===== config.mk =====
export PLATFORM = sky130hd
export DESIGN_NAME = opnd_shifter
export DESIGN_NICKNAME = d
export VERILOG_FILES = /design/src/rtl/opsh_pkg.sv /design/src/rtl/opsh_decode.sv /design/src/rtl/opsh_barrel.sv /design/src/rtl/opsh_rotl.sv /design/src/rtl/opnd_shifter.sv
export SDC_FILE = /design/constraint.sdc
export NUM_CORES = 1
export LEC_CHECK = 0
export ABC_AREA = 1
export BUFFER_PORTS_ARGS = -buffer_cell sky130_fd_sc_hd__buf_2
export CELL_PAD_IN_SITES_DETAIL_PLACEMENT = 0
export CELL_PAD_IN_SITES_GLOBAL_PLACEMENT = 1
export CORE_UTILIZATION = 40
export CTS_BUF_LIST = sky130_fd_sc_hd__clkbuf_4 sky130_fd_sc_hd__clkbuf_8 sky130_fd_sc_hd__clkbuf_16
export CTS_CLUSTER_SIZE = 40
export DETAILED_ROUTE_END_ITERATION = 8
export PLACE_DENSITY = 0.85
export SLEW_MARGIN = 25
export SYNTH_ARGS = -nofsm -noshare
export SYNTH_HDL_FRONTEND = slang
export SYNTH_SLANG_ARGS = --single-unit

===== constraint.sdc =====
create_clock -name clk -period 4.3 [get_ports clk]
set_input_delay 0.43 -clock clk [delete_from_list [all_inputs] [get_ports clk]]
set_output_delay 0.43 -clock clk [all_outputs]
set_load 0.02 [all_outputs]

===== src/rtl/opsh_pkg.sv =====
`timescale 1ns/1ps
package opsh_pkg;
    localparam int INSTR_W    = 32;
    localparam int CLS_HI     = 31;
    localparam int CLS_LO     = 29;
    localparam int AMTF_HI    = 13;
    localparam int AMTF_LO    = 9;
    localparam int AMTF_W     = AMTF_HI - AMTF_LO + 1;
    localparam int KIND_HI    = 7;
    localparam int KIND_LO    = 6;
    localparam int REGSEL_BIT = 5;
    localparam int IMM_W      = 9;

    localparam logic [2:0] CLS_REG = 3'b000;
    localparam logic [2:0] CLS_IMM = 3'b001;

    typedef enum logic [1:0] {
        SK_LSL = 2'b00,
        SK_LSR = 2'b01,
        SK_ASR = 2'b10,
        SK_ROR = 2'b11
    } shift_kind_e;

    typedef enum logic [1:0] {
        SRC_IMM_SHIFT = 2'd0,
        SRC_REG_SHIFT = 2'd1,
        SRC_ROT_IMM   = 2'd2,
        SRC_PASS      = 2'd3
    } src_e;
endpackage


===== src/rtl/opsh_decode.sv =====
`timescale 1ns/1ps
module opsh_decode
    import opsh_pkg::*;
#(
    parameter int XLEN  = 32,
    parameter int AMT_W = 8
) (
    input  logic [INSTR_W-1:0] instr,
    input  logic [XLEN-1:0]    rs_val,
    output src_e               src,
    output shift_kind_e        kind,
    output logic [AMT_W-1:0]   amt,
    output logic [AMTF_W-1:0]  rot,
    output logic [IMM_W-1:0]   imm
);
    logic [2:0] cls;
    logic       unused_bits;

    assign cls  = instr[CLS_HI:CLS_LO];
    assign kind = shift_kind_e'(instr[KIND_HI:KIND_LO]);
    assign rot  = instr[AMTF_HI:AMTF_LO];
    assign imm  = instr[IMM_W-1:0];

    assign unused_bits = ^{instr[CLS_LO-1:AMTF_HI+1], rs_val[XLEN-1:AMT_W]};

    always_comb begin
        src = SRC_PASS;
        amt = '0;
        if (cls == CLS_IMM) begin
            src = SRC_ROT_IMM;
        end else if (cls == CLS_REG) begin
            if (instr[REGSEL_BIT]) begin
                src = SRC_REG_SHIFT;
                amt = rs_val[AMT_W-1:0];
            end else begin
                src = SRC_IMM_SHIFT;
                amt = AMT_W'(instr[AMTF_HI:AMTF_LO]);
            end
        end
    end
endmodule


===== src/rtl/opsh_barrel.sv =====
`timescale 1ns/1ps
module opsh_barrel
    import opsh_pkg::*;
#(
    parameter int XLEN  = 32,
    parameter int AMT_W = 8
) (
    input  logic [XLEN-1:0]  val,
    input  logic [AMT_W-1:0] amt,
    input  shift_kind_e      kind,
    input  logic             cin,
    output logic [XLEN-1:0]  res,
    output logic             cout
);
    localparam int SHW = $clog2(XLEN);

    logic [XLEN:0]   wide_l;
    logic [XLEN:0]   wide_r;
    logic [XLEN-1:0] rot_v;
    logic [SHW-1:0]  rot_m;
    int              n;
    int              nclamp;

    always_comb begin
        n      = int'(amt);
        nclamp = (n > XLEN) ? XLEN : n;
        rot_m  = amt[SHW-1:0];
        wide_l = {1'b0, val} << nclamp;
        wide_r = {val, 1'b0} >> nclamp;
        rot_v  = (val >> rot_m) | (val << (XLEN - int'(rot_m)));
        res    = val;
        cout   = cin;
        if (n != 0) begin
            unique case (kind)
                SK_LSL: begin
                    if (n > XLEN) begin
                        res  = '0;
                        cout = 1'b0;
                    end else begin
                        res  = wide_l[XLEN-1:0];
                        cout = wide_l[XLEN];
                    end
                end
                SK_LSR: begin
                    if (n > XLEN) begin
                        res  = '0;
                        cout = 1'b0;
                    end else begin
                        res  = wide_r[XLEN:1];
                        cout = wide_r[0];
                    end
                end
                SK_ASR: begin
                    wide_r = ($signed({val, 1'b0})) >>> nclamp;
                    res    = wide_r[XLEN:1];
                    cout   = wide_r[0];
                end
                SK_ROR: begin
                    if (rot_m == '0) begin
                        res  = val;
                        cout = val[XLEN-1];
                    end else begin
                        res  = rot_v;
                        cout = rot_v[XLEN-1];
                    end
                end
                default: begin
                    res  = val;
                    cout = cin;
                end
            endcase
        end
    end
endmodule


===== src/rtl/opsh_rotl.sv =====
`timescale 1ns/1ps
module opsh_rotl #(
    parameter int XLEN  = 32,
    parameter int IMMW  = 9,
    parameter int ROT_W = 5
) (
    input  logic [IMMW-1:0]  imm,
    input  logic [ROT_W-1:0] rot,
    input  logic             cin,
    output logic [XLEN-1:0]  res,
    output logic             cout
);
    logic [XLEN-1:0] stage [0:ROT_W];

    assign stage[0] = XLEN'(imm);

    for (genvar k = 0; k < ROT_W; k++) begin : g_stage
        localparam int STEP = (1 << k) % XLEN;
        if (STEP == 0) begin : g_ident
            assign stage[k+1] = stage[k];
        end else begin : g_rot
            assign stage[k+1] = rot[k] ? ((stage[k] << STEP) | (stage[k] >> (XLEN - STEP)))
                                       : stage[k];
        end
    end

    assign res  = stage[ROT_W];
    assign cout = (rot != '0) ? stage[ROT_W][0] : cin;
endmodule


===== src/rtl/opnd_shifter.sv =====
`timescale 1ns/1ps
module opnd_shifter
    import opsh_pkg::*;
#(
    parameter int XLEN  = 32,
    parameter int AMT_W = 8
) (
    input  logic                clk,
    input  logic                rst_n,
    input  logic                in_valid,
    input  logic [INSTR_W-1:0]  instr,
    input  logic [XLEN-1:0]     rm_val,
    input  logic [XLEN-1:0]     rs_val,
    input  logic                carry_in,
    output logic                out_valid,
    output logic [XLEN-1:0]     operand,
    output logic                shift_carry
);
    typedef struct packed {
        logic            vld;
        logic [XLEN-1:0] opnd;
        logic            cy;
    } state_t;

    state_t            state_d, state_q;
    src_e              src;
    shift_kind_e       kind;
    logic [AMT_W-1:0]  amt;
    logic [AMTF_W-1:0] rot;
    logic [IMM_W-1:0]  imm;
    logic [XLEN-1:0]   sh_res, rot_res;
    logic              sh_cy, rot_cy;

    opsh_decode #(.XLEN(XLEN), .AMT_W(AMT_W)) u_dec (
        .instr(instr), .rs_val(rs_val), .src(src), .kind(kind),
        .amt(amt), .rot(rot), .imm(imm)
    );

    opsh_barrel #(.XLEN(XLEN), .AMT_W(AMT_W)) u_bar (
        .val(rm_val), .amt(amt), .kind(kind), .cin(carry_in),
        .res(sh_res), .cout(sh_cy)
    );

    opsh_rotl #(.XLEN(XLEN), .IMMW(IMM_W), .ROT_W(AMTF_W)) u_rot (
        .imm(imm), .rot(rot), .cin(carry_in), .res(rot_res), .cout(rot_cy)
    );

    always_comb begin
        state_d     = state_q;
        state_d.vld = in_valid;
        if (in_valid) begin
            unique case (src)
                SRC_ROT_IMM: begin
                    state_d.opnd = rot_res;
                    state_d.cy   = rot_cy;
                end
                SRC_IMM_SHIFT, SRC_REG_SHIFT: begin
                    state_d.opnd = sh_res;
                    state_d.cy   = sh_cy;
                end
                default: begin
                    state_d.opnd = rm_val;
                    state_d.cy   = carry_in;
                end
            endcase
        end
    end

    always_ff @(posedge clk) begin
        if (!rst_n) state_q <= '0;
        else        state_q <= state_d;
    end

    assign out_valid   = state_q.vld;
    assign operand     = state_q.opnd;
    assign shift_carry = state_q.cy;

    p_valid_rise_r10: assert property (@(posedge clk) disable iff (!rst_n)
        in_valid |=> out_valid);
    p_valid_fall_r10: assert property (@(posedge clk) disable iff (!rst_n)
        !in_valid |=> !out_valid);
    p_hold_r10: assert property (@(posedge clk) disable iff (!rst_n)
        !in_valid |=> ($stable(operand) && $stable(shift_carry)));
    p_rot_carry_r1: assert property (@(posedge clk) disable iff (!rst_n)
        (in_valid && src == SRC_ROT_IMM && rot != '0) |=> (shift_carry == operand[0]));
    p_zero_amt_r5: assert property (@(posedge clk) disable iff (!rst_n)
        (in_valid && (src == SRC_IMM_SHIFT || src == SRC_REG_SHIFT) && amt == '0)
        |=> (operand == $past(rm_val) && shift_carry == $past(carry_in)));
    p_lsl_far_r6: assert property (@(posedge clk) disable iff (!rst_n)
        (in_valid && src == SRC_REG_SHIFT && kind == SK_LSL && int'(amt) > XLEN)
        |=> (operand == '0 && !shift_carry));
    p_asr_fill_r7: assert property (@(posedge clk) disable iff (!rst_n)
        (in_valid && src == SRC_REG_SHIFT && kind == SK_ASR && int'(amt) >= XLEN)
        |=> (operand == {XLEN{$past(rm_val[XLEN-1])}} && shift_carry == $past(rm_val[XLEN-1])));
    p_pass_r9: assert property (@(posedge clk) disable iff (!rst_n)
        (in_valid && src == SRC_PASS)
        |=> (operand == $past(rm_val) && shift_carry == $past(carry_in)));
endmodule


==> flow_summary.ini <==
[critical_path]
critPathCaptureType = flop
worstSetupStartpointType = input port
r2r_slack_ps = 3590
endpoint = operand[6]
startpoint = instr[10]
rr_endpoint = operand[0]
rr_worst_depth = 2
r2r_start = operand[0]
required_ps = 4460
cp.arrival_ps = 4120
critical_path_class = input port to flop
cp_max_fo = 34

[clocking]
cts_resized = 0
cts.sinks = 34
clock_latency_ps = 280
hold_buffers = 0
cts-root-buf = clkbuf_16
ctsLongestPathBuffers = 2
cts_max_level = 2
cts_tree = done
cts_buffers = 5
post-cts-setup-buffers = 0
path_clk_slew_ps = 60

[floorplan]
rows = 60
die_area_sq_mm = 0.0282
ios = 134
die_h_um = 168
die_w_um = 168
coreArea_sq_mm = 0.0270
start_util_pct = 40.9

[sta]
clock.fmax_mhz = 253
final_max_slew_viol_count = 0
tns_ps = 0
period_share_pct = 92.1
finalClockSkew_ps = 0
hold_slack_ps = 503
tightest_slew_ps = 908
relSlewSlack_pct = 39.4
finalHoldViolations = 0
setup_viol = 0
min_period_ps = 3960
timing.final.ws_setup_ps = 340
rsz0062_at_grt = no

[final_layout]
final_util_pct = 44.3
final_cell_mix = nand2_1, nand3_1, o21ai_0, inv_1, a21oi_1
nets = 2313
final_common_cell = nand2_1
area_growth_pct = 8.33
register_area_sq_um = 681
stdcell_count = 2555
multiInputGateArea_sq_mm = 0.00888
fillers = 3194
layout-drive-gt1-share_pct = 10.9

[power_and_ir_drop]
p_comb_share_pct = 66.9
p_int_w = 0.00104
pwr-share-clk_pct = 18.1
peakVddDrop_v = 0.000146
leakage_nw = 5.84
swShare_pct = 55.2
power_density_mw_per_mm2 = 195
power_frac_seq_pct = 15.1
power.switching_w = 0.00129

[routing]
route.met3.wl_um = 8210
first_pass_iters = 6
wl_met2_um = 27200
route.top_layer_used = met5
drt_wl_total_um = 66400
met1Wirelength_um = 26200
wire_per_inst_um = 26.0
ant_nets = 0
via_per_inst = 6.46
via_count = 16518
drtIter0Drc = 2671
drc = 0

[placement]
dp_hpwl_um = 51600
port_buffers = 94
dp_slack_ps = 418
placed_cells = 2545
gp_congestion = 1.13

[job]
cap_violations = 0

[yosys]
syn-instance-count = 2198
syn_avg_cell_area_sq_um = 5.01
synth.cell_area_sq_mm = 0.0110
yosysSeqAreaShare_pct = 6.18
synth_seq_cells = 34
synth.distinct_cells = 47
syn-num-nets = 2300
yosysWarnings = 0

[global_routing]
grt_max_degree = 81
grt_pass1_wl_um = 97100
antenna_found_initial = 3
grt_pass1_vias = 14787
overflow = 0
groute.usage.overall_pct = 46.3

[min_path]
hold_class = flop to flop
holdPathStages = 2

[outcome]
status = completed
## through the flow
stage          power (W)  instance area (sq um)
6_report         0.00233                  11900
5_1_grt          0.00245                  11900
4_1_cts          0.00226                  11900
3_5_place_dp     0.00184                  11800
3_3_place_gp     0.00184                  11800
2_1_floorplan    0.00129                  11000
## power groups by stage
stage | Combinational (W) | Sequential [W] | Clock [W]
final | 0.00156 | 0.000351 | 0.000421
after global routing | 0.00166 | 0.000353 | 0.000437
after floorplan | 0.000909 | 0.000385 | 0
after CTS | 0.00149 | 0.000351 | 0.000420
after global placement | 0.00148 | 0.000356 | 0
after detailed placement | 0.00148 | 0.000357 | 0
## synth_stat cells (all sizes together)
cell | number | share of area, %
nand2 | 693 | 24
nand3 | 402 | 18
o21ai | 249 | 11
inv | 176 | 6.0
a21oi | 120 | 5.9
nor2 | 118 | 4.7
o211ai | 99 | 6.8
buf | 82 | 4.4
clkbuf | 81 | 2.8
dfxtp | 34 | 6.2
nand4 | 34 | 1.9
or2 | 17 | 0.97
a31oi | 12 | 0.68
nand3b | 11 | 0.75
a211oi | 10 | 0.68
o2111ai | 10 | 0.79
a221oi | 7 | 0.56
mux2i | 7 | 0.64
o22ai | 7 | 0.40
a22oi | 6 | 0.41
clkinv | 4 | 0.14
o21bai | 4 | 0.27
and2 | 3 | 0.17
a21boi | 2 | 0.14
a41oi | 2 | 0.16
ha | 2 | 0.23
nor3 | 2 | 0.091
o21a | 2 | 0.14
o31ai | 2 | 0.14
## per-layer routing
metal / vias to the layer above / track usage [%]
li1: 7540 / -
met1: 7654 / 61.0
met2: 1109 / 68.8
met3: 211 / 10.5
met4: 4 / 27.3
met5: - / 0
## cell families after synthesis
| kind of cell | after synthesis | share of synthesized area, % |
|---|---|---|
| simple gates | 1280 | 51.3 |
| compound gates | 532 | 28.4 |
| buf+inv | 343 | 13.3 |
| flops | 34 | 6.18 |
| mux | 7 | 0.636 |
| fa+ha+maj | 2 | 0.227 |
## worst max-delay path, cell delays in order
cell,delay (ps)
buf_2,190
inv_1,200
o21ai_0,190
nand2_1,100
ha_1,230
nand2_4,110
nor2_8,60
nand2_4,100
nand2_8,110
nand2_8,230
buf_4,260
nand2_1,140
nand3_1,130
nand3_1,90
nand2_1,160
nand2_1,130
a21oi_1,150
nor2_1,60
a21oi_1,130
nand3_1,370
a21oi_1,440
nor2_1,60
## sequential cells by signal, summed over array words and instances, names as in the netlist
name         count
shift_carry      1
operand         32
out_valid        1
## layout make-up
type | count | share of cell area (%)
repair buffers | 169 | 9.18
multi-input cells | 1821 | 74.4
diodes | 2 | 0.0419
clock buffers | 5 | 1.05
well taps | 341 | 3.57
flip-flops and latches | 34 | 5.70
clock inverters | 3 | 0.377
inverters | 180 | 5.68
## how the worst min path moves through the flow
stage,from,endpoint,slack [ps]
detailed placement,operand[8],operand[8],490
finish,operand[17],operand[17],500
floorplan,rst_n,operand[0],570
global placement,operand[26],operand[26],490
CTS,operand[8],operand[8],510
global route,carry_in,shift_carry,530
Note: power is estimated with default switching activity, not from simulation.
